File: src/rtl/ebtx_pkg.sv
package ebtx_pkg;
  typedef enum logic [1:0] {
    ST_IDLE  = 2'd0,
    ST_CHECK = 2'd1,
    ST_SEND  = 2'd2
  } tx_state_t;

  localparam int unsigned DATA_BITS = 8;
  // bit slot index: 0 start, 1..DATA_BITS data, DATA_BITS+1 stop
  localparam int unsigned SLOT_W = $clog2(DATA_BITS + 2);
endpackage

File: src/rtl/ebtx_sync2.sv
module ebtx_sync2 (
  input  logic clk,
  input  logic rst,
  input  logic din,
  output logic dout
);
  logic meta_q, stab_q;
  always_ff @(posedge clk) begin
    if (rst) begin
      meta_q <= 1'b1;
      stab_q <= 1'b1;
    end else begin
      meta_q <= din;
      stab_q <= meta_q;
    end
  end
  assign dout = stab_q;
endmodule

File: src/rtl/ebtx_bit_timer.sv
module ebtx_bit_timer #(
  parameter int unsigned BIT_CLKS = 600
) (
  input  logic clk,
  input  logic rst,
  input  logic restart,
  input  logic run,
  output logic bit_end,
  output logic mid_pt
);
  localparam int unsigned CW = (BIT_CLKS > 2) ? $clog2(BIT_CLKS) : 1;
  localparam logic [CW-1:0] LAST = CW'(BIT_CLKS - 1);
  localparam logic [CW-1:0] MID  = CW'(BIT_CLKS / 2);

  logic [CW-1:0] cnt_q;

  always_ff @(posedge clk) begin
    if (rst || restart) begin
      cnt_q <= '0;
    end else if (run) begin
      cnt_q <= (cnt_q == LAST) ? '0 : cnt_q + 1'b1;
    end
  end

  assign bit_end = run && (cnt_q == LAST);
  assign mid_pt  = run && (cnt_q == MID);
endmodule

File: src/rtl/ebtx_echo_rx.sv
module ebtx_echo_rx #(
  parameter int unsigned DBITS = 8
) (
  input  logic             clk,
  input  logic             rst,
  input  logic             clear,
  input  logic             take,
  input  logic             line,
  output logic [DBITS-1:0] echo
);
  logic [DBITS-1:0] sh_q;
  always_ff @(posedge clk) begin
    if (rst || clear) begin
      sh_q <= '0;
    end else if (take) begin
      sh_q <= {line, sh_q[DBITS-1:1]};
    end
  end
  assign echo = sh_q;
endmodule

File: src/rtl/echo_bus_tx.sv
module echo_bus_tx
  import ebtx_pkg::*;
#(
  parameter int unsigned BIT_CLKS = 600
) (
  input  logic       clk,
  input  logic       rst,
  input  logic [7:0] in_data,
  input  logic       in_valid,
  output logic       in_ready,
  output logic       bus_out,
  input  logic       bus_in,
  output logic       sent_p,
  output logic       clash_p,
  output logic       abort_p
);
  localparam logic [SLOT_W-1:0] LAST_DATA = SLOT_W'(DATA_BITS);
  localparam logic [SLOT_W-1:0] STOP_SLOT = SLOT_W'(DATA_BITS + 1);

  tx_state_t            state_q;
  logic [DATA_BITS-1:0] byte_q;
  logic [SLOT_W-1:0]    slot_q;
  logic                 seen_q;
  logic                 bus_s;
  logic                 launch, bit_end, mid_pt, take;
  logic [DATA_BITS-1:0] echo;

  ebtx_sync2 u_sync (
    .clk (clk), .rst (rst), .din (bus_in), .dout (bus_s)
  );

  assign launch = (state_q == ST_CHECK) && bus_s && seen_q;

  ebtx_bit_timer #(.BIT_CLKS(BIT_CLKS)) u_timer (
    .clk (clk), .rst (rst), .restart (launch),
    .run (state_q == ST_SEND), .bit_end (bit_end), .mid_pt (mid_pt)
  );

  assign take = mid_pt && (slot_q != '0) && (slot_q <= LAST_DATA);

  ebtx_echo_rx #(.DBITS(DATA_BITS)) u_echo (
    .clk (clk), .rst (rst), .clear (launch), .take (take),
    .line (bus_s), .echo (echo)
  );

  always_ff @(posedge clk) begin
    if (rst) begin
      state_q  <= ST_IDLE;
      byte_q   <= '0;
      slot_q   <= '0;
      seen_q   <= 1'b0;
      in_ready <= 1'b1;
      bus_out  <= 1'b1;
      sent_p   <= 1'b0;
      clash_p  <= 1'b0;
      abort_p  <= 1'b0;
    end else begin
      sent_p  <= 1'b0;
      clash_p <= 1'b0;
      abort_p <= 1'b0;
      unique case (state_q)
        ST_IDLE: begin
          if (in_valid && in_ready) begin
            byte_q   <= in_data;
            seen_q   <= 1'b0;
            in_ready <= 1'b0;
            state_q  <= ST_CHECK;
          end
        end
        ST_CHECK: begin
          if (!bus_s) begin
            abort_p  <= 1'b1;
            in_ready <= 1'b1;
            byte_q   <= '0;
            seen_q   <= 1'b0;
            state_q  <= ST_IDLE;
          end else if (seen_q) begin
            bus_out <= 1'b0;
            slot_q  <= '0;
            state_q <= ST_SEND;
          end else begin
            seen_q <= 1'b1;
          end
        end
        ST_SEND: begin
          if (bit_end) begin
            if (slot_q == LAST_DATA) begin
              bus_out <= 1'b1;
              if (echo != byte_q) begin
                clash_p  <= 1'b1;
                in_ready <= 1'b1;
                slot_q   <= '0;
                state_q  <= ST_IDLE;
              end else begin
                slot_q <= STOP_SLOT;
              end
            end else if (slot_q == STOP_SLOT) begin
              sent_p   <= 1'b1;
              in_ready <= 1'b1;
              slot_q   <= '0;
              state_q  <= ST_IDLE;
            end else begin
              bus_out <= byte_q[slot_q[$clog2(DATA_BITS)-1:0]];
              slot_q  <= slot_q + 1'b1;
            end
          end
        end
        default: state_q <= ST_IDLE;
      endcase
    end
  end
endmodule

File: config.mk
export PLATFORM = sky130hd
export DESIGN_NAME = echo_bus_tx
export DESIGN_NICKNAME = d
export VERILOG_FILES = /design/src/rtl/ebtx_pkg.sv /design/src/rtl/ebtx_sync2.sv /design/src/rtl/ebtx_bit_timer.sv /design/src/rtl/ebtx_echo_rx.sv /design/src/rtl/echo_bus_tx.sv
export SDC_FILE = /design/constraint.sdc
export NUM_CORES = 1
export LEC_CHECK = 0
export ABC_AREA = 1
export BUFFER_PORTS_ARGS = -buffer_cell sky130_fd_sc_hd__buf_4
export CAP_MARGIN = 30
export CORE_MARGIN = 8
export CORE_UTILIZATION = 53
export CTS_CLUSTER_SIZE = 16
export DETAILED_ROUTE_END_ITERATION = 6
export PLACE_DENSITY = 0.73
export SYNTH_ARGS = -nofsm -noshare
export SYNTH_HDL_FRONTEND = slang
export SYNTH_SLANG_ARGS = --single-unit
File: constraint.sdc
create_clock -name clk -period 1.7 [get_ports clk]
set_clock_uncertainty 0.2 [all_clocks]
set_input_delay 0.34 -clock clk [delete_from_list [all_inputs] [get_ports clk]]
set_output_delay 0.34 -clock clk [all_outputs]
set_load 0.005 [all_outputs]
======== Word-level counts from Yosys, hierarchy flattened ========
Index checks and enable logic that the tools add are counted.
operators by class
  multiplexer cells ....................... 39
  reductions and logical operators ........ 22
  equality and inequality tests ........... 16
  $add $sub $neg .......................... 2
  $lt $le $gt $ge ......................... 2
  bitwise operators ....................... 4
operators by type and width
  kind                                                                    count
  4-bit 2-to-1 mux                                                        6
  1-bit 2-to-1 mux                                                        16
  8-bit 2-to-1 mux                                                        2
  8-bit one-hot mux with 2 select lines                                   1
  2-bit 2-to-1 mux                                                        7
  3-bit inequality test, second input constant                            4
  10-bit by 1-bit adder with 10-bit output, second input constant         1
  10-bit equality test, second input constant                             1
  10-bit by 9-bit equality test with 1-bit output, second input constant  1
  10-bit 2-to-1 mux                                                       1
  5-bit AND reduction                                                     2
  4-bit equality test, second input constant                              2
  2-bit inequality test, second input constant                            4
  8-bit inequality test                                                   1
  4-bit one-hot mux with 2 select lines                                   1
  4-bit OR reduction                                                      2
  1-bit logical AND                                                       7
  2-bit one-hot mux with 3 select lines                                   1
  6-bit AND reduction                                                     1
  4-bit by 1-bit adder with 4-bit output, second input constant           1
  4-bit <= comparator, second input constant                              1
  3-bit by 4-bit < comparator with 1-bit output, second input constant    1
  1-bit NOT                                                               4
  1-bit one-hot mux with 2 select lines                                   2
  14 further kinds                                                        15
storage, ports and cells
  register bits ........................... 40
  input bits .............................. 12
  output and inout port bits .............. 5
  logic and storage cells ................. 98

======== Logic depth before layout (Yosys ltp) ========
  depth in word-level cells ............... 6
  mapped depth ............................ 11

======== Cells and area by module ========
Synthesis repeated with hierarchy kept, for this count alone.
unflattened totals
  cells, all modules ...................... 312
  area, all modules ....................... 2,198.4 sq um
by module, submodules not included
  module          cells each  area an instance (sq um)  instances  seq. area each (sq um)
  echo_bus_tx     170         1,198.6                   1          400.4
  ebtx_bit_timer  84          563.0                     1          200.2
  ebtx_echo_rx    51          377.9                     1          160.2
  ebtx_sync2      7           58.8                      1          40.0

======== Worst setup path after synthesis ========
Ideal clock, no wire load.
  path type ............................... register -> register
  start ................................... register state_q[0]
  end ..................................... register slot_q[3]
  clock period less this slack ............ 1.631 ns
  setup slack ............................. 0.069 ns
  setup time .............................. 0.113 ns
  stages on the path, launching flop included .. 10
  data arrival time ....................... 1.318 ns
  cells stage by stage .................... dfxtp_1 -> inv_1 -> ha_1 -> inv_1 -> o21ai_0 -> nand3_4 -> clkinv_2 -> o21ai_2 -> nand3_1 -> nand2_1
between the ends
  cells in the longest elaborated chain, start to end .. 4
  elaborated cells between the ends (all ways) .. 9
  classes of those cells .................. 5 x eq/ne; 1 x mux; 3 x reduce/logical
ends and longest elaborated chain
  element                                 RTL line                              source
  start: declaration                      echo_bus_tx.sv:20                     tx_state_t state_q;
  start signal: assignment                echo_bus_tx.sv:48                     state_q <= ST_IDLE;
  start signal: assignment                echo_bus_tx.sv:67                     state_q <= ST_CHECK;
  start signal: assignment                echo_bus_tx.sv:76                     state_q <= ST_IDLE;
  2-bit equality test                     echo_bus_tx.sv:36, echo_bus_tx.sv:61
  1-bit logical AND                       ebtx_bit_timer.sv:25                  assign bit_end = run && (cnt_q == LAST);
  2-bit inequality test (no source line)  -
  4-bit AND reduction (no source line)    -
  end signal: assignment                  echo_bus_tx.sv:104                    slot_q <= slot_q + 1'b1;
  end: declaration                        echo_bus_tx.sv:22                     logic [SLOT_W-1:0] slot_q;
Several ways; a longest one is shown, not always the timed one.
A chain may end at the register's enable or synchronous reset.

======== Worst setup path after layout ========
  start ................................... register state_q[1]
  end ..................................... register byte_q[6]
between the ends
  cells in the longest elaborated chain, start to end .. 3
  elaborated cells between the ends (all ways) .. 7
  classes of those cells .................. 3 x eq/ne; 1 x mux; 3 x reduce/logical
ends and longest elaborated chain
  element                                                                                     RTL line           source
  2-bit by 1-bit equality test with 1-bit output / 2-bit logical NOT (equally long branches)  echo_bus_tx.sv:61  unique case (state_q)
  2-bit inequality test (no source line) / 2-bit nonzero test (equally long branches)         -
  3-bit AND reduction (no source line)                                                        -
  end signal: assignment                                                                      echo_bus_tx.sv:64  byte_q <= in_data;
  end: declaration                                                                            echo_bus_tx.sv:21  logic [DATA_BITS-1:0] byte_q;
Several ways; a longest one is shown, not always the timed one.

==> impl_results.md <==
* Largest net degree at the start of global routing at 14
* I/O Buffers at 16
* P_leak at 1.18 nW
* Top cells by area, synth: dfxtp_1, nand2_1, inv_1
* Final WL at 5100 um
* Latest clock arrival within the worst-skew pair at 0.30 ns
* Synth top cells by count: nand2_1, inv_1, dfxtp_1, nor2_1, o21ai_0
* Rows at 22
* Clock slew seen by the registers of the worst setup and hold paths at ~0.080 ns
* Synth Flop Type: dfxtp_1
* Cts bufs inserted at 5
* Mapped Nets at 298
* Status: finished clean
* Vias in the first global route at roughly 1,800
* Critical path fanouts, max at 5
* Clock sink count at 40
* Drt pass-1 iters at 4
* Cell Pwr Density at 1500 nW/um^2
* CP startpoint kind: register
* Worst setup margin at between 0.009 and 0.01 ns
* Register bit total from synthesis at 40
* GRT Total Usage at 16.4%
* Crit share post-route at 99.4%
* Fin. max-slew vios at 0
* Detailed-route DRC error count at 0
* Gr ovfl total at 0
* RSZ-0062 raised after global routing: yes
* TritonCTS clock tree: done
* Final setup vio count at 0
* Post-Synthesis Cells at between 200 and 300
* DP Worst Slack at -0.0646 ns
* Post-DP HPWL at 3500 um
* Post-DP Area at ~2400 um^2
* Max_cap viols at 0
* Register area share after synthesis at approximately 39%
* Ratio of cells with drive above 1 in the final layout at 31.2%
* Via count at 1,968
* Total core area at 3690 um^2
* Reg2reg path depth at 8
* Top-count cell post-synth: nand2_1
* Relative max-transition margin at 81.6%
* Fin. Hold Viols at 0
* EDFF count, synth at 0
* Post-layout power at just over 4 mW
* Initial antenna violation count at 0
* Drt via density at 5.21
* Yosys cell types at 34
* Antenna Nets Post-Route at 0
* Fin cells at 378
* Crit. End Element: register
* CP Class: reg2reg
* DIE AREA at 6110 um^2
* Yosys top cell area share at 39.1%
* Routed len/inst at 13.5 um
* Area grow syn2layout at 33.9%
* Hold buffer count at cts at 0
* Actual slew at the worst max-slew pin at 0.276 ns
* Worst Path Arrival at 1.67 ns
* Layout fillers at between 200 and 300
* Drt initial violations at 161
* Root Driver: clkbuf_8
* Clock tree buffer depth at 2
* First-pass GRT wire length at about 8200 um
* CTS H-tree lvls at 2
* Initial Util at 55.6%
* Worst VDD drop at 0.000976 V
* Fin area at 2750 um^2
* Chip width at 78.2 um
* Min Tclk post-route at about 1.7 ns
* Hold Crit Class: in2reg
* N_diodes at 0
* Yosys warning total at 0
* Setup tns final at 0 ns
* Hold Path Depth at 2
* Achievable clock frequency at slightly below 600 MHz
* Area of the mapped netlist at 2050 um^2
* Placer Congestion at 0.905
* Dpl cells at between 300 and 400
* Boundary pin count at 17
* CP required at 1.68 ns
* Syn_area_per_cell at 7.32 um^2
* Final #Nets at 347
* Post-synthesis async set-or-reset flop share at 0%
* Chip height at between 70 and 80 um
* Synth area leader: dfxtp_1
placed cells by master, fill, tap and decap left out, types with 2 or more instances in the layout:
master	n
dfxtp_2	3
inv_2	6
o21ai_1	6
xnor2_1	5
nand2_4	3
nand2_1	49
nor2_2	4
buf_6	2
nand4_1	8
ha_4	4
nor2_4	4
a21oi_2	2
xor2_1	3
nor3b_1	3
nand3_2	3
o21ai_2	4
nand2_2	7
buf_4	39
or2_2	2
o21ai_0	11
ha_1	2
nor3_1	3
inv_1	39
inv_4	2
o21ai_4	2
o211ai_1	2
dfxtp_1	36
o21a_1	2
a21oi_1	12
clkbuf_8	6
nand3_1	8
nor2_1	28
nand3_4	3
o22ai_1	8
per-stage QoR:
stage                     utilization (%)  hold WS, ns
after floorplan                         -        0.189
after global placement               64.4        0.191
after detailed placement             64.4        0.194
after CTS                            70.1       0.0279
after global routing                 74.4       0.0353
final                                74.4       0.0350
registers in the layout, indices dropped and copies added, names as in the netlist:
register / cells
u_timer.cnt_q: 10
byte_q: 8
u_echo.echo: 8
slot_q: 4
state_q: 2
abort_p: 1
bus_out: 1
clash_p: 1
in_ready: 1
seen_q: 1
sent_p: 1
u_sync.dout: 1
u_sync.meta_q: 1
report_power, final:
part | leakage, nW | switching, mW | internal [mW]
registers | 0.327 | 0.118 | 1.09
clock network | 0.0614 | 0.352 | 0.480
logic | 0.788 | 1.12 | 0.948
total | 1.18 | 1.59 | 2.52
worst paths after layout:
kind                      start       endpoint  slack [ns]
setup / recovery     state_q[1]      byte_q[6]        0.01
hold reg to reg   u_sync.meta_q    u_sync.dout        0.21
hold / removal           bus_in  u_sync.meta_q        0.03
setup reg to reg     state_q[1]      byte_q[6]        0.01
worst max-delay path, cell delays in order (launching register included):
cell and delay (ns):
dfxtp_2 0.35, inv_2 0.12, ha_4 0.18, inv_1 0.06, nand2_1 0.11, nand2_2 0.10
o21ai_4 0.25, buf_12 0.15, o22ai_1 0.06
kinds of logic after synthesis:
family	count (synthesis)	synth area share, %
simple gates	126	29.5
compound gates	51	15.2
buf+inv	49	9.16
flops	40	39.1
xor+xnor	8	3.42
fa+ha+maj	6	3.66
area by class of cell:
class	instances	area, um^2	area share [%]
Multi-Input combinational cell	192	1210	44.1
Inverter	47	181	6.61
Tap cell	48	60.1	2.19
Clock buffer	6	82.6	3.01
Timing Repair Buffer	43	363	13.2
Sequential cell	40	808	29.4
Clock inverter	2	38.8	1.41
layer usage:
metal | up-vias | GRT usage [%] | share of wire (%)
li1 | 1005 | - | -
met1 | 912 | 20.2 | 45
met4 | 0 | 5.00 | 2.1
met5 | - | 0 | 0
met3 | 13 | 4.10 | 3.9
met2 | 38 | 27.3 | 49
timing repair:
action | 4_1_cts | 5_1_grt
endpoints found under the setup margin | 23 | 28
pin swaps | 3 | 17
cloned | 1 | 1
gates resized for setup | 16 | 35
setup buffers | 2 | 5
Power figures use the tool's default switching activity.
